===== config.mk =====
export PLATFORM = sky130hd
export DESIGN_NAME = dwa_adapter
export DESIGN_NICKNAME = d
export VERILOG_FILES = /design/src/rtl/dwa_pkg.sv /design/src/rtl/dwa_xchg.sv /design/src/rtl/dwa_resize.sv /design/src/rtl/dwa_lanes.sv /design/src/rtl/dwa_adapter.sv
export SDC_FILE = /design/constraint.sdc
export NUM_CORES = 1
export LEC_CHECK = 0
export BUFFER_PORTS_ARGS = -buffer_cell sky130_fd_sc_hd__buf_2
export CORE_MARGIN = 5
export CORE_UTILIZATION = 45
export DETAILED_ROUTE_END_ITERATION = 8
export PLACE_DENSITY = 0.67
export SLEW_MARGIN = 20
export SYNTH_ARGS = -nofsm -noshare
export SYNTH_HDL_FRONTEND = slang
export SYNTH_SLANG_ARGS = --single-unit
export TNS_END_PERCENT = 20

===== constraint.sdc =====
create_clock -name clk -period 5.1 [get_ports clk]
set_clock_uncertainty 0.1 [all_clocks]
set_input_delay 0.51 -clock clk [delete_from_list [all_inputs] [get_ports clk]]
set_output_delay 0.51 -clock clk [all_outputs]
set_load 0.05 [all_outputs]

===== src/rtl/dwa_pkg.sv =====
`timescale 1ns/1ps
package dwa_pkg;
  localparam int unsigned LANE_W = 8;

  typedef enum logic [1:0] {
    WL_BYTE = 2'd0,
    WL_HALF = 2'd1,
    WL_WORD = 2'd2
  } width_log_e;

  localparam logic [1:0] ALIGN_EXT  = 2'd1;
  localparam logic [1:0] ALIGN_PACK = 2'd2;

  // fold the spare width code onto word
  function automatic logic [1:0] width_log(input logic [1:0] code);
    return (code == 2'd3) ? 2'(WL_WORD) : code;
  endfunction
endpackage


===== src/rtl/dwa_xchg.sv =====
`timescale 1ns/1ps
module dwa_xchg #(
  parameter int ITEM_W = 32
) (
  input  logic [1:0]        wlog,
  input  logic              swap_b,
  input  logic              swap_h,
  input  logic [ITEM_W-1:0] din,
  output logic [ITEM_W-1:0] dout
);
  localparam int NL = ITEM_W / 8;

  logic [ITEM_W-1:0] bsw, stage1, hsw;

  generate
    for (genvar i = 0; i < NL; i++) begin : g_lane
      assign bsw[i*8 +: 8] = din[(i ^ 1)*8 +: 8];
      assign hsw[i*8 +: 8] = stage1[(i ^ 2)*8 +: 8];
    end
  endgenerate

  assign stage1 = (swap_b && wlog >= 2'd1) ? bsw : din;
  assign dout   = (swap_h && wlog >= 2'd2) ? hsw : stage1;
endmodule


===== src/rtl/dwa_resize.sv =====
`timescale 1ns/1ps
module dwa_resize import dwa_pkg::*; #(
  parameter int ITEM_W = 32
) (
  input  logic [1:0]        sw_log,
  input  logic [1:0]        dw_log,
  input  logic              ext,
  input  logic [ITEM_W-1:0] din,
  output logic [ITEM_W-1:0] dout
);
  localparam int IW = $clog2(ITEM_W);

  logic [ITEM_W-1:0] smask, dmask, wide;
  logic [IW-1:0]     sidx;
  logic              sgn;

  always_comb begin
    smask = {ITEM_W{1'b1}} >> (ITEM_W - (LANE_W << sw_log));
    dmask = {ITEM_W{1'b1}} >> (ITEM_W - (LANE_W << dw_log));
    sidx  = IW'((LANE_W << sw_log) - 1);
    sgn   = din[sidx];
    wide  = din;
    if (sw_log < dw_log) begin
      if (ext && sgn) wide = din | ~smask;
    end else if (sw_log > dw_log) begin
      if (ext) wide = din >> ((LANE_W << sw_log) - (LANE_W << dw_log));
    end
    dout = wide & dmask;
  end
endmodule


===== src/rtl/dwa_lanes.sv =====
`timescale 1ns/1ps
module dwa_lanes #(
  parameter int ITEM_W = 32
) (
  input  logic              clk,
  input  logic              rst,
  input  logic [1:0]        sw_log,
  input  logic [1:0]        dw_log,
  input  logic              pack_en,
  input  logic              unpack_en,
  input  logic              in_valid,
  input  logic [ITEM_W-1:0] item,
  input  logic [ITEM_W-1:0] resized,
  input  logic              can_load,
  output logic              in_ready,
  output logic              emit,
  output logic [ITEM_W-1:0] emit_data
);
  localparam int IW = $clog2(ITEM_W);

  logic [1:0]        cnt, rlog, cnt_max;
  logic [ITEM_W-1:0] acc, hold, dmask, placed;
  logic              hold_v, last;
  logic [IW-1:0]     p_sh, u_sh;

  assign rlog    = pack_en ? (dw_log - sw_log) : (sw_log - dw_log);
  assign cnt_max = 2'((3'd1 << rlog) - 3'd1);
  assign last    = (cnt == cnt_max);
  assign p_sh    = IW'(cnt) << (3'(sw_log) + 3'd3);
  assign u_sh    = IW'(cnt) << (3'(dw_log) + 3'd3);
  assign dmask   = {ITEM_W{1'b1}} >> (ITEM_W - (8 << dw_log));
  assign placed  = item << p_sh;

  always_comb begin
    if (pack_en) begin
      in_ready  = !last || can_load;
      emit      = in_valid && last && can_load;
      emit_data = acc | placed;
    end else if (unpack_en) begin
      in_ready  = !hold_v || (last && can_load);
      emit      = hold_v && can_load;
      emit_data = (hold >> u_sh) & dmask;
    end else begin
      in_ready  = can_load;
      emit      = in_valid && can_load;
      emit_data = resized;
    end
  end

  always_ff @(posedge clk) begin
    if (rst) begin
      cnt    <= '0;
      acc    <= '0;
      hold   <= '0;
      hold_v <= 1'b0;
    end else if (pack_en) begin
      if (in_valid && in_ready) begin
        if (last) begin
          acc <= '0;
          cnt <= '0;
        end else begin
          acc <= acc | placed;
          cnt <= cnt + 2'd1;
        end
      end
    end else if (unpack_en) begin
      if (emit) begin
        cnt <= last ? 2'd0 : cnt + 2'd1;
        if (last) hold_v <= 1'b0;
      end
      if (in_valid && in_ready) begin
        hold   <= item;
        hold_v <= 1'b1;
        cnt    <= '0;
      end
    end else begin
      cnt    <= '0;
      acc    <= '0;
      hold_v <= 1'b0;
    end
  end
endmodule


===== src/rtl/dwa_adapter.sv =====
`timescale 1ns/1ps
module dwa_adapter import dwa_pkg::*; #(
  parameter int ITEM_W = 32
) (
  input  logic              clk,
  input  logic              rst,
  input  logic [1:0]        cfg_src_w,
  input  logic [1:0]        cfg_dst_w,
  input  logic [1:0]        cfg_align,
  input  logic              cfg_src_bswap,
  input  logic              cfg_dst_bswap,
  input  logic              cfg_dst_hswap,
  input  logic              in_valid,
  output logic              in_ready,
  input  logic [ITEM_W-1:0] in_data,
  output logic              out_valid,
  input  logic              out_ready,
  output logic [ITEM_W-1:0] out_data
);
  logic [1:0]        slog, dlog;
  logic              pack_en, unpack_en, can_load, emit, ext;
  logic [ITEM_W-1:0] smask, src_masked, src_item, resized, emit_data, dst_data;

  assign slog       = width_log(cfg_src_w);
  assign dlog       = width_log(cfg_dst_w);
  assign pack_en    = (cfg_align == ALIGN_PACK) && (slog < dlog);
  assign unpack_en  = (cfg_align == ALIGN_PACK) && (slog > dlog);
  assign ext        = (cfg_align == ALIGN_EXT);
  assign smask      = {ITEM_W{1'b1}} >> (ITEM_W - (LANE_W << slog));
  assign src_masked = in_data & smask;
  assign can_load   = !out_valid || out_ready;

  dwa_xchg #(.ITEM_W(ITEM_W)) u_src_xchg (
    .wlog   (slog),
    .swap_b (cfg_src_bswap && (slog == 2'(WL_WORD))),
    .swap_h (1'b0),
    .din    (src_masked),
    .dout   (src_item)
  );

  dwa_resize #(.ITEM_W(ITEM_W)) u_resize (
    .sw_log (slog),
    .dw_log (dlog),
    .ext    (ext),
    .din    (src_item),
    .dout   (resized)
  );

  dwa_lanes #(.ITEM_W(ITEM_W)) u_lanes (
    .clk       (clk),
    .rst       (rst),
    .sw_log    (slog),
    .dw_log    (dlog),
    .pack_en   (pack_en),
    .unpack_en (unpack_en),
    .in_valid  (in_valid),
    .item      (src_item),
    .resized   (resized),
    .can_load  (can_load),
    .in_ready  (in_ready),
    .emit      (emit),
    .emit_data (emit_data)
  );

  dwa_xchg #(.ITEM_W(ITEM_W)) u_dst_xchg (
    .wlog   (dlog),
    .swap_b (cfg_dst_bswap),
    .swap_h (cfg_dst_hswap),
    .din    (emit_data),
    .dout   (dst_data)
  );

  always_ff @(posedge clk) begin
    if (rst) begin
      out_valid <= 1'b0;
      out_data  <= '0;
    end else if (emit) begin
      out_valid <= 1'b1;
      out_data  <= dst_data;
    end else if (out_ready) begin
      out_valid <= 1'b0;
    end
  end
endmodule


After elaboration in Yosys (flattened, before gate mapping)
Index checks and enable logic that the tools add are counted.
{"block": "op_classes", "addsub": 11, "magnitude_cmp": 6, "eq_ne": 10, "shift": 11, "n_mux": 34, "n_bitwise": 7, "n_reduce_logical": 24}
{"operator": "$mux W32", "count": 13}
{"operator": "$and A32 B32 Y32", "count": 3}
{"operator": "$shr A32 B32 Y32 const A", "count": 3}
{"operator": "$or A32 B32 Y32", "count": 2}
{"operator": "$shl A4 B2 Y32 const A", "count": 2}
{"operator": "$sub A6 B32 Y32 const A", "count": 2}
{"operator": "$not A32 Y32", "count": 1}
{"operator": "$shl A32 B5 Y32", "count": 1}
{"operator": "$shr A32 B32 Y32", "count": 1}
{"operator": "$shr A32 B5 Y32", "count": 1}
{"operator": "$sub A32 B32 Y32", "count": 1}
{"operator": "$sub A7 B32 Y32 const A", "count": 1}
{"operator": "$mux W2", "count": 9}
{"operator": "$logic_and A1 B1 Y1", "count": 13}
{"operator": "$mux W1", "count": 11}
{"operator": "$shl A2 B3 Y5", "count": 2}
{"operator": "$eq A2 B2 Y1 const B", "count": 4}
{"operator": "$add A2 B2 Y3 const B", "count": 2}
{"operator": "$lt A5 B6 Y1 const B", "count": 1}
{"operator": "$ne A3 B3 Y1 const B", "count": 2}
{"operator": "$reduce_and A3 Y1", "count": 2}
{"operator": "$bmux W1 S5", "count": 1}
{"operator": "$sub A5 B1 Y5 const B", "count": 1}
{"operator": "$ge A2 B1 Y1 const B", "count": 2}
{"operator": "16 further kinds", "count": 22}
{"block": "word_totals", "register_bits": 100, "in_bits": 45, "word_cells": 109}

Logic depth before layout (Yosys ltp)
{"block": "depth", "depth_word": 17, "ltp_mapped": 19, "mapped_depth_nobuf": 13}

By module
Synthesis repeated with hierarchy kept, for this count alone.
{"block": "unflattened", "hier_cells": 1439, "area_unflattened_um2": 11473.5}
{"module": "dwa_lanes", "n_inst": 1, "cells_each": 836, "area_per_inst_um2": 6511.2, "seq_area_each_um2": 1341.3}
{"module": "dwa_resize", "n_inst": 1, "cells_each": 228, "area_per_inst_um2": 1745.4, "seq_area_each_um2": 0.0}
{"module": "dwa_xchg", "n_inst": 2, "cells_each": 108, "area_per_inst_um2": 854.6, "seq_area_each_um2": 0.0}
{"module": "dwa_adapter", "n_inst": 1, "cells_each": 159, "area_per_inst_um2": 1507.7, "seq_area_each_um2": 660.6}

Worst setup path after synthesis
Ideal clock, no wire load.
{"block": "synth_timing", "path_type": "input port to flip-flop", "startpoint": "input cfg_src_w[1]", "endpoint": "register u_lanes.cnt[1]", "setup_ns": 0.133, "t_arrival_ns": 3.769, "required_ns": 4.867, "slack_ns": 1.098, "stages": 15, "n_path_buf": 7, "path_cell_list": "buf_6 > buf_2 > buf_4 > buf_4 > clkbuf_1 > fa_1 > buf_6 > or3b_1 > buf_6 > and2_4 > o211a_4 > o31ai_4 > nand2_1 > o32ai_1 > a2111oi_2"}
{"block": "synth_via", "elab_chain_cells": 16, "elab_cells_between_ends": 32, "cone_classes": "add/sub: 3; order compare: 2; eq/ne: 4; shift: 1; mux: 12; reduce/logical: 10"}
{"element": "from (decl)", "line": "dwa_adapter.sv:7", "rtl": "input logic [1:0] cfg_src_w,"}
{"element": "$eq A2 B2 Y1", "line": "dwa_pkg.sv:16", "rtl": "return (code == 2'd3) ? 2'(WL_WORD) : code;"}
{"element": "$mux W2 (*)", "line": "dwa_pkg.sv:16"}
{"element": "$lt A2 B2 Y1", "line": "dwa_adapter.sv:26", "rtl": "assign pack_en = (cfg_align == ALIGN_PACK) && (slog < dlog);"}
{"element": "$logic_and A1 B1 Y1", "line": "dwa_adapter.sv:26"}
{"element": "$mux W2", "line": "dwa_lanes.sv:26", "rtl": "assign rlog = pack_en ? (dw_log - sw_log) : (sw_log - dw_log);"}
{"element": "$shl A1 B2 Y2", "line": "dwa_lanes.sv:27", "rtl": "assign cnt_max = 2'((3'd1 << rlog) - 3'd1);"}
{"element": "$sub A2 B1 Y2", "line": "dwa_lanes.sv:27"}
{"element": "$eq A2 B2 Y1", "line": "dwa_lanes.sv:28", "rtl": "assign last = (cnt == cnt_max);"}
{"element": "$logic_and A1 B1 Y1", "line": "dwa_lanes.sv:40", "rtl": "in_ready = !hold_v || (last && can_load);"}
{"element": "$logic_or A1 B1 Y1", "line": "dwa_lanes.sv:40"}
{"element": "$mux W1", "line": "dwa_lanes.sv:39", "rtl": "end else if (unpack_en) begin"}
{"element": "$mux W1 (*)", "line": "dwa_lanes.sv:35", "rtl": "if (pack_en) begin"}
{"element": "via in_ready", "line": "dwa_adapter.sv:14", "rtl": "output logic in_ready,"}
{"element": "$logic_and A1 B1 Y1 (*)", "line": "dwa_lanes.sv:57, dwa_lanes.sv:71"}
{"element": "$mux W2", "line": "dwa_lanes.sv:71", "rtl": "if (in_valid && in_ready) begin"}
{"element": "$mux W2", "line": "dwa_lanes.sv:66", "rtl": "end else if (unpack_en) begin"}
{"element": "$mux W2", "line": "dwa_lanes.sv:56", "rtl": "end else if (pack_en) begin"}
{"element": "to (signal assigned)", "line": "dwa_lanes.sv:63", "rtl": "cnt <= cnt + 2'd1;"}
{"element": "to (signal assigned)", "line": "dwa_lanes.sv:68", "rtl": "cnt <= last ? 2'd0 : cnt + 2'd1;"}
{"element": "to (decl)", "line": "dwa_lanes.sv:21", "rtl": "logic [1:0] cnt, rlog, cnt_max;"}
The timed path passes the listed nets; every way through them passes the cells marked *. The select of a mux whose other input is x is not followed.
A chain may end at the register's enable or synchronous reset.

Worst setup path in the final report
{"block": "layout_timing", "startpoint": "input cfg_dst_w[1]", "endpoint": "output in_ready"}
{"block": "layout_via", "elab_chain_cells": 12, "elab_cells_between_ends": 18, "cone_classes": "add/sub: 3; order compare: 2; eq/ne: 2; shift: 1; mux: 4; reduce/logical: 6"}
{"element": "from (decl)", "line": "dwa_adapter.sv:8", "rtl": "input logic [1:0] cfg_dst_w,"}
{"element": "$eq A2 B2 Y1", "line": "dwa_pkg.sv:16"}
{"element": "$mux W2 (*)", "line": "dwa_pkg.sv:16"}
{"element": "$lt A2 B2 Y1", "line": "dwa_adapter.sv:26"}
{"element": "$logic_and A1 B1 Y1", "line": "dwa_adapter.sv:26"}
{"element": "$mux W2", "line": "dwa_lanes.sv:26"}
{"element": "$shl A1 B2 Y2", "line": "dwa_lanes.sv:27"}
{"element": "$sub A2 B1 Y2", "line": "dwa_lanes.sv:27"}
{"element": "$eq A2 B2 Y1", "line": "dwa_lanes.sv:28"}
{"element": "$logic_and A1 B1 Y1", "line": "dwa_lanes.sv:40"}
{"element": "$logic_or A1 B1 Y1", "line": "dwa_lanes.sv:40"}
{"element": "$mux W1", "line": "dwa_lanes.sv:39"}
{"element": "$mux W1 (*)", "line": "dwa_lanes.sv:35"}
{"element": "to (decl)", "line": "dwa_adapter.sv:14"}
Every way passes the cells marked *; elsewhere a longest branch is shown, timed or not.

==> reports/summary.txt <==
Result of the run = finished, final reports clean
Area enclosed by the die boundary = 21900 um^2
Cts hold-fix bufs = 0
Worst hold path stage count = 2
Top post-synthesis cells by count = 117 x a21oi_1, 117 x nand2_1, 100 x dfxtp_1
Dominant cell type by area after synthesis = dfxtp_1
Post-route fraction of the period consumed by the critical path = 0.823
Estimated wirelength of the detail-placed design = 26000 um
GRT Residual Overflow = 0
Buffer levels on the longest clock path = 2
TritonCTS clock tree = yes
Final hold slack = 352 ps
Required time worst endpoint = 4490 ps
Leak pwr = 3.35 nW
Wirelength, routed = 35400 um
Standard-cell rows = 50
Worst slew slack as a fraction of its limit = 0.249
Cell Pwr Density = 271 nW/um^2
Series of cell instances along the critical path = buf_2 -> inv_1 -> nand2_1 -> inv_1 -> ha_1 -> inv_1 -> fa_1 -> or3b_1 -> and2_4 -> o211a_4 -> o31ai_4 -> nand2_1 -> buf_2
Final hold vios = 0
Commonest register cell after synthesis = dfxtp_1
Layout Nets = 1214
Placeable Area = 18700 um^2
Number of I/O pins = 79
Clock network latency to the later pin of the worst-skew pair = 370 ps
Number of violations reported at the end of detailed-routing iteration 0 = 1435
Worst Tran Pin Value = 1100 ps
Sequential-to-total area share from yosys stat = 0.234
Relative area change from synthesis to final layout = 10.0%
Area of the multi-input gates = 5960 um^2
Final routed DRC violation total = 0
Total number of vias = 9477
Global-route wire length before repair = 53100 um
Setup tns final = 0 ps
Clock net sink count = 100
Count of warnings emitted by yosys = 0
Cell seen most often among critical-path stages = inv_1
Number of flops mapped to enable cells by yosys = 0
Crit Path Max Fanout = 17
Clock root buffer = clkbuf_16
Antenna fix cells = 0
Number of fill cells in the layout = 1828
Final Slew Violations = 0
Count of buffers added by post-CTS timing repair for setup = 0
Number of buffer and inverter stages on the critical path = 5
Deepest level of the CTS H-tree = 3
Width of the die = 148 um
Number of global-route vias before repair = 8707
Worst min-delay path category = flip-flop to flip-flop
Final RePlAce weighted congestion = 1.05
Average size of a mapped cell = 7.61 um^2
Crit. End Element = primary output
Highest clock rate = 0.238 GHz
Crit-path max cell delay = 610 ps
Count of TritonRoute iterations in the first routing pass = 7
Share of the synthesized area in the top cell type = 0.234
Top cells by area, synth = dfxtp_1 23%, a21oi_1 6.8%, nand2_1 5.1%
Quantity of gates resized following cts = 0
Critical path class = primary input to primary output
Effective utilization at floorplan = 0.458
Count of endpoints failing setup in the final report = 0
Cell area after layout = 9430 um^2
Post-route ant nets = 0
Layout cells sized above 1 = 0.190
Share of flip-flops with an asynchronous set or reset after synthesis = 0
Number of max-capacitance violations reported = 0
Number of buffers inserted by port buffering = 78
Drt via density = 6.78
Synth Instances = 1127
Number of antenna violations at the first check in global routing = 0
Number of buffers created by CTS = 9
CP max stage cell = or3b_1
Crit-path leading delay family = simple AND/OR/NAND/NOR gates
Register Area = 2000 um^2
End-of-flow core utilization = 0.504
Number of cells on the worst reg-to-reg path = 8
Area of placed instances = 9090 um^2
Cell count along the critical path = 13
Critical path startpoint category = primary input
Pin count of the biggest net entering global routing = 60
Die boundary height = 148 um
Clk pin slew, worst setup/hold paths = 70 ps
Post-layout min period = 4200 ps
Arrival time of data at the critical path endpoint = 3590 ps
Post-synthesis cell area = 8570 um^2
RSZ-0062 raised after global routing = no
Global router's overall resource usage = 0.315
Worst-case register-to-register setup slack = 1520 ps
Routed wirelength normalized by instance count = 25.3 um
Register bit count reported by yosys = 100
Max VDD drop = 184 uV
Number of different library cells in the post-synthesis netlist = 88
-- metrics by stage --
step                cells  setup slack, ps  total power, mW
CTS                  1398              933             2.54
global placement     1382              849             1.71
finish               1398              903             2.56
floorplan            1129             1100             1.46
global route         1398              777             2.66
detailed placement   1382              757             1.72
-- area by class of cell --
cell class                 count  area share
clock inverter                 6      0.0115
tap                          234      0.0310
timing repair buffer         127      0.0806
inverter                      20     0.00796
clock buffer                  10      0.0253
multi-input combinational    901       0.631
sequential                   100       0.212
-- sequential cells by signal, indices dropped and copies added, names as in the netlist --
name	cells
u_lanes.cnt	2
out_data	32
out_valid	1
u_lanes.acc	32
u_lanes.hold_v	1
u_lanes.hold	32
-- cell families after synthesis --
group	count (synthesis)	synth area share
other	2	0.000876
xor gates and xnor gates	4	0.00628
AOI/OAI and AO/OA	433	0.359
buffers and inverters	128	0.0753
and+or+nand+nor	382	0.220
muxes	68	0.0881
adders and majority gates	10	0.0163
DFF	100	0.234
-- power breakdown --
| part | switching [mW] | internal, mW |
|---|---|---|
| Clock | 0.333 | 0.493 |
| Combinational | 0.625 | 0.269 |
| Sequential | 0.0219 | 0.818 |
-- worst paths after layout --
| check | startpoint | end |
|---|---|---|
| worst min-delay path | u_lanes.acc[27] | u_lanes.acc[27] |
| worst max register to register | u_lanes.cnt[0] | out_data[24] |
| worst max-delay path | cfg_dst_w[1] | in_ready |
| worst min register to register | u_lanes.acc[27] | u_lanes.acc[27] |
-- worst reg2reg max path: cells and delay by family (launching register included) --
family / cells / cell delay (ps)
AOI/OAI and AO/OA: 6 / 1610
buffers and inverters: 1 / 270
and+or+nand+nor: 1 / 790
DFF: 1 / 720
-- layer usage --
layer / share of wire / wire [um] / global-route usage
met1: 0.40 / 14300 / 0.416
met2: 0.41 / 14700 / 0.460
met3: 0.13 / 4660 / 0.115
met4: 0.050 / 1790 / 0.137
met5: 0 / 0 / 0
-- placed cells by master (no fill, tap or decap), types with 20 or more instances in the layout --
master	synthesis	final
nand2_1	117	117
a21oi_1	117	117
dfxtp_1	100	100
nor2_1	83	83
buf_2	28	77
nand3_1	61	61
o21ai_0	53	53
buf_4	12	50
a211oi_1	40	40
mux2i_1	35	35
o211ai_1	35	35
mux2_2	30	30
and2_1	20	20
a311oi_1	20	20
Note: power is estimated with default switching activity, not from simulation.
